File: src/rtl/smr_pkg.sv
package smr_pkg;

    // Bits needed to hold a count from 0 to steps inclusive.
    function automatic int gain_bits(input int steps);
        return $clog2(steps + 1);
    endfunction

    // Rounded-up reciprocal of steps, scaled by 2^shift.
    function automatic logic [63:0] recip(input int steps, input int shift);
        logic [63:0] one;
        one = 64'd1 << shift;
        return (one + 64'(steps) - 64'd1) / 64'(steps);
    endfunction

endpackage

File: src/rtl/smr_gain_ctrl.sv
module smr_gain_ctrl #(
    parameter int RAMP_STEPS = 245,
    parameter int GAIN_W     = 8
) (
    input  logic              clk_i,
    input  logic              rst_ni,
    input  logic              strobe_i,
    input  logic              mute_i,
    output logic [GAIN_W-1:0] gain_o,
    output logic              mute_o
);

    localparam logic [GAIN_W-1:0] FULL = GAIN_W'(RAMP_STEPS);

    typedef struct packed {
        logic [GAIN_W-1:0] gain;
        logic              mute;
    } ramp_state_t;

    ramp_state_t st_d, st_q;

    always_comb begin
        st_d = st_q;
        if (strobe_i) begin
            st_d.mute = mute_i;
            if (mute_i) begin
                if (st_q.gain != '0) begin
                    st_d.gain = st_q.gain - 1'b1;
                end
            end else begin
                if (st_q.gain != FULL) begin
                    st_d.gain = st_q.gain + 1'b1;
                end
            end
        end
    end

    always_ff @(posedge clk_i) begin
        if (!rst_ni) begin
            st_q.gain <= FULL;
            st_q.mute <= 1'b0;
        end else begin
            st_q <= st_d;
        end
    end

    assign gain_o = st_q.gain;
    assign mute_o = st_q.mute;

endmodule

File: src/rtl/smr_scaler.sv
module smr_scaler #(
    parameter int DATA_W     = 16,
    parameter int GAIN_W     = 8,
    parameter int RAMP_STEPS = 245
) (
    input  logic [DATA_W-1:0] sample_i,
    input  logic [GAIN_W-1:0] gain_i,
    output logic [DATA_W-1:0] scaled_o
);

    // Magnitude product width, and a shift wide enough for exact division.
    localparam int MAG_W  = DATA_W + GAIN_W;
    localparam int SHIFT  = DATA_W + 2 * GAIN_W;
    localparam int PROD_W = MAG_W + SHIFT + 1;
    localparam logic [63:0] RECIP = smr_pkg::recip(RAMP_STEPS, SHIFT);
    localparam logic [SHIFT:0] RECIP_V = RECIP[SHIFT:0];
    localparam logic [MAG_W-1:0] POS_LIM = MAG_W'((64'd1 << (DATA_W - 1)) - 64'd1);
    localparam logic [MAG_W-1:0] NEG_LIM = POS_LIM + 1'b1;

    logic              neg;
    logic [DATA_W-1:0] mag;
    logic [MAG_W-1:0]  prod;
    logic [PROD_W-1:0] wide;
    logic [MAG_W-1:0]  quo;
    logic [MAG_W-1:0]  clip;

    always_comb begin
        neg  = sample_i[DATA_W-1];
        mag  = neg ? (~sample_i + 1'b1) : sample_i;
        prod = MAG_W'(mag) * MAG_W'(gain_i);
        wide = PROD_W'(prod) * PROD_W'(RECIP_V);
        quo  = MAG_W'(wide >> SHIFT);
        if (neg) begin
            clip     = (quo > NEG_LIM) ? NEG_LIM : quo;
            scaled_o = DATA_W'(MAG_W'(0) - clip);
        end else begin
            clip     = (quo > POS_LIM) ? POS_LIM : quo;
            scaled_o = DATA_W'(clip);
        end
    end

endmodule

File: src/rtl/soft_mute_ramp.sv
module soft_mute_ramp #(
    parameter int DATA_W     = 16,
    parameter int RAMP_STEPS = 245,
    parameter int GAIN_W     = smr_pkg::gain_bits(RAMP_STEPS)
) (
    input  logic              clk_i,
    input  logic              rst_ni,
    input  logic              strobe_i,
    input  logic [DATA_W-1:0] sample_i,
    input  logic              mute_i,
    output logic [DATA_W-1:0] sample_o,
    output logic              valid_o,
    output logic [GAIN_W-1:0] gain_o,
    output logic              muted_o
);

    typedef struct packed {
        logic [DATA_W-1:0] data;
        logic              valid;
    } out_reg_t;

    logic [GAIN_W-1:0] gain_cur;
    logic              mute_seen;
    logic [DATA_W-1:0] scaled;
    out_reg_t          out_d, out_q;

    smr_gain_ctrl #(
        .RAMP_STEPS(RAMP_STEPS),
        .GAIN_W    (GAIN_W)
    ) u_gain (
        .clk_i   (clk_i),
        .rst_ni  (rst_ni),
        .strobe_i(strobe_i),
        .mute_i  (mute_i),
        .gain_o  (gain_cur),
        .mute_o  (mute_seen)
    );

    smr_scaler #(
        .DATA_W    (DATA_W),
        .GAIN_W    (GAIN_W),
        .RAMP_STEPS(RAMP_STEPS)
    ) u_scale (
        .sample_i(sample_i),
        .gain_i  (gain_cur),
        .scaled_o(scaled)
    );

    always_comb begin
        out_d       = out_q;
        out_d.valid = strobe_i;
        if (strobe_i) begin
            out_d.data = scaled;
        end
    end

    always_ff @(posedge clk_i) begin
        if (!rst_ni) begin
            out_q <= '0;
        end else begin
            out_q <= out_d;
        end
    end

    assign sample_o = out_q.data;
    assign valid_o  = out_q.valid;
    assign gain_o   = gain_cur;
    assign muted_o  = (gain_cur == '0) && mute_seen;

endmodule

File: config.mk
export PLATFORM = sky130hd
export DESIGN_NAME = soft_mute_ramp
export DESIGN_NICKNAME = d
export VERILOG_FILES = /design/src/rtl/smr_pkg.sv /design/src/rtl/smr_gain_ctrl.sv /design/src/rtl/smr_scaler.sv /design/src/rtl/soft_mute_ramp.sv
export SDC_FILE = /design/constraint.sdc
export NUM_CORES = 1
export LEC_CHECK = 0
export ABC_AREA = 1
export BUFFER_PORTS_ARGS = -buffer_cell sky130_fd_sc_hd__buf_2
export CORE_MARGIN = 3
export CORE_UTILIZATION = 55
export CTS_CLUSTER_DIAMETER = 40
export DETAILED_ROUTE_END_ITERATION = 7
export PLACE_DENSITY = 0.82
export REMOVE_ABC_BUFFERS = 1
export SYNTH_ARGS = -nofsm -noshare
export SYNTH_HDL_FRONTEND = slang
export SYNTH_HIERARCHICAL = 1
export SYNTH_SLANG_ARGS = --single-unit
export TNS_END_PERCENT = 5
File: constraint.sdc
create_clock -name clk_i -period 19.5 [get_ports clk_i]
set_clock_uncertainty 0.1 [all_clocks]
set_input_delay 5.85 -clock clk_i [delete_from_list [all_inputs] [get_ports clk_i]]
set_output_delay 5.85 -clock clk_i [all_outputs]
set_load 0.01 [all_outputs]
==> flow_summary.yaml <==
routing:
  wl_per_cell_um: 16.11
  vias: 15220
  drc: 0
  firstDrtPassIters: 6
  drtAntennaViolNets: 0
  drt_wl_total_mm: 47.34
  viasPerCell: 5.178
  drt_iter0_markers: 1121
final_layout:
  n_fill_cell: 2896
  layout_commonest_cell: "inv_1"
  most-common-layout-cells: "inv_1 (733), nand2_1 (471), fa_1 (318)"
  drive_gt1_share_pct: 6.030
  layout.nets: 3115
  n_antenna_cell: 0
  area_growth_pct: 5.146
clock_network:
  cts_root_buffer: "clkbuf_16"
  cts_tree: "done"
  cts_sinks: 26
  clkLatencyLatePin_ps: 260
  cts_buffers: 3
  htree_levels: 1
  clock_path_buffers: 2
  clkTransAtPathRegs_ps: 60
synthesis:
  ys.flop_type: "dfxtp_1"
  syn-mean-instance-area_um2: 7.392
  ys_warn_count: 6
  ys_types: 51
  async_reset_ff_share_pct: 0
  ys_seq_area_share_pct: 2.866
  synthCells: 2457
  synth.cell_area_um2: 18160
  synth_edf_count: 0
  ys_ff_latch: 26
setup_path:
  rrSetupSlack_ps: 6800
  critPathMostFrequentCell: "nand2_1"
  worst-setup-path-type: "in -> reg"
  cp_max_fo: 15
  cp_data_arrival_time_ps: 18540
  setup.worst_path.end_class: "register"
  crit_slowest_cell: "fa_1"
  critPathBufInv: 14
  crit_family: "adder cells"
  cp-start-kind: "primary input"
  slowest_delay_ps: 550
  required_ps: 19550
sta:
  slew_headroom_pct: 50.16
  max_freq_ghz: 0.05408
  fin_ws_ps: 1009
  tightest_slew_ps: 745.1
  finalSetupTns_ps: 0
  setup-violations-final: 0
  report.final.slew_viol_count: 0
  fin_crit_sh_pct: 94.83
  rsz0062_at_grt: "no"
  period_needed_ps: 18490
  timing.final.hold_violations: 0
die:
  die_x_um: 187.7
  core_area_um2: 32040
  fp.dieH_um: 187.7
  die_area_um2: 35240
  rows: 65
  start_util_pct: 56.68
  io_pins: 46
global_routing:
  gr-total-overflow: 0
  antenna_found_initial: 0
  grt_pass1_wl_mm: 79.00
  grt_usage_pct: 27.52
  grt_pass1_vias: 16080
  grt_max_degree: 27
min_path:
  hold_class: "reg -> reg"
run:
  drv_cap: 0
placement:
  io_buffers: 45
  dp_hpwl_mm: 42.36
  gp_congestion: 1.024
  pre_cts_slack_ps: 251.3
run_status:
  outcome: "finished, final reports clean"
[logic make-up (layout without fill, tap and decap cells)]
kind of cell	after synthesis	in the layout	synth area share (%)
and+or+nand+nor	869	869	20.10
DFF	26	26	2.866
AOI/OAI and AO/OA	172	172	5.436
adders and majority gates	589	589	53.81
xor gates and xnor gates	35	35	1.688
buffers and inverters	766	813	16.10
[per-stage QoR]
step	cell area, µm²	hold slack, ps	util, %	cells
4_1_cts	19010	403.6	59.33	2937
5_1_grt	19100	428.1	59.59	2939
3_5_place_dp	18940	386.3	59.10	2934
6_report	19100	396.8	59.59	2939
3_3_place_gp	18940	366.0	59.10	2934
2_1_floorplan	18040	401.0	-	2437
[cell usage after synthesis, types with 2 or more instances]
master    instances  area [µm²]
o21ai_2           2       17.52
o21a_1            3       22.52
nor2_1          235       882.1
nand3_1          68       340.3
or2_2             4       25.02
fa_1            320        6406
o41ai_1           3       26.28
a21oi_1          69       345.3
nor4_1            2       12.51
o31ai_1           5       37.54
nor2_4            4       45.04
o21bai_1         13       97.59
inv_1           733        2751
o21ai_0          54       270.3
dfxtp_1          26       520.5
a21boi_1          4       30.03
nand2_1         472        1772
xnor2_1          11       96.34
buf_4             2       15.01
clkinv_1          2       7.510
clkbuf_1         10       37.54
nand3b_1          7       52.55
nand3_2           4       40.04
a21o_1            2       15.01
inv_2            10       37.54
ha_1            269        3366
buf_1             2       7.510
o21ai_1          11       55.05
xor2_1           24       210.2
nor3_1           13       65.06
nor2_2           13       81.33
nand4_1          17       106.4
nand2_2          19       118.9
buf_6             3       33.78
nor3_2            5       50.05
[metal layers]
layer	part of all wire, %	global-route usage [%]	wire length, µm	up-vias
li1	-	-	-	7314
met1	42	36.70	19940	7227
met5	0	0	0	-
met2	47	46.25	22070	564
met3	7.6	4.879	3604	113
met4	3.6	7.850	1722	0
[state kept, by name, indices dropped and copies added (netlist names)]
signal         flops
sample_o          16
valid_o            1
u_gain/mute_o      1
u_gain/gain_o      8
[worst reg2reg max path: cells and delay by family, from the launching register on]
family          cells  cell delay, ps
compound gates     10            1630
xor+xnor            1             140
fa+ha+maj          15            6730
buf+inv            14            1370
flops               1             400
simple gates       22            2230
[layout make-up]
type / instances / area [µm²] / area share (%)
multi-input cells: 1665 / 14790 / 77.43
flip-flops and latches: 26 / 520.5 / 2.726
inverters: 746 / 2803 / 14.68
clock buffers: 3 / 75.07 / 0.3931
well taps: 435 / 544.3 / 2.850
repair buffers: 64 / 367.9 / 1.926
[timing repair]
item / in CTS / in global routing
gates resized for setup: 0 / 19
endpoints found under the setup margin: 0 / 16
hold buffers: 0 / 0
setup buffers: 0 / 2
[final timing paths]
path	endpoint	start	depth (start not counted)
setup / recovery	sample_o[8]$_SDFFE_PN0P_	sample_i[0]	72
hold / removal	sample_o[0]$_SDFFE_PN0P_	sample_o[0]$_SDFFE_PN0P_	2
setup reg to reg	sample_o[8]$_SDFFE_PN0P_	u_gain/gain_o[3]$_SDFFE_PN0P_	62
hold reg to reg	sample_o[0]$_SDFFE_PN0P_	sample_o[0]$_SDFFE_PN0P_	2
Power is left out: the tool's default activity adds up to more than one toggle a clock period on the data nets, which glitch-free logic cannot reach.
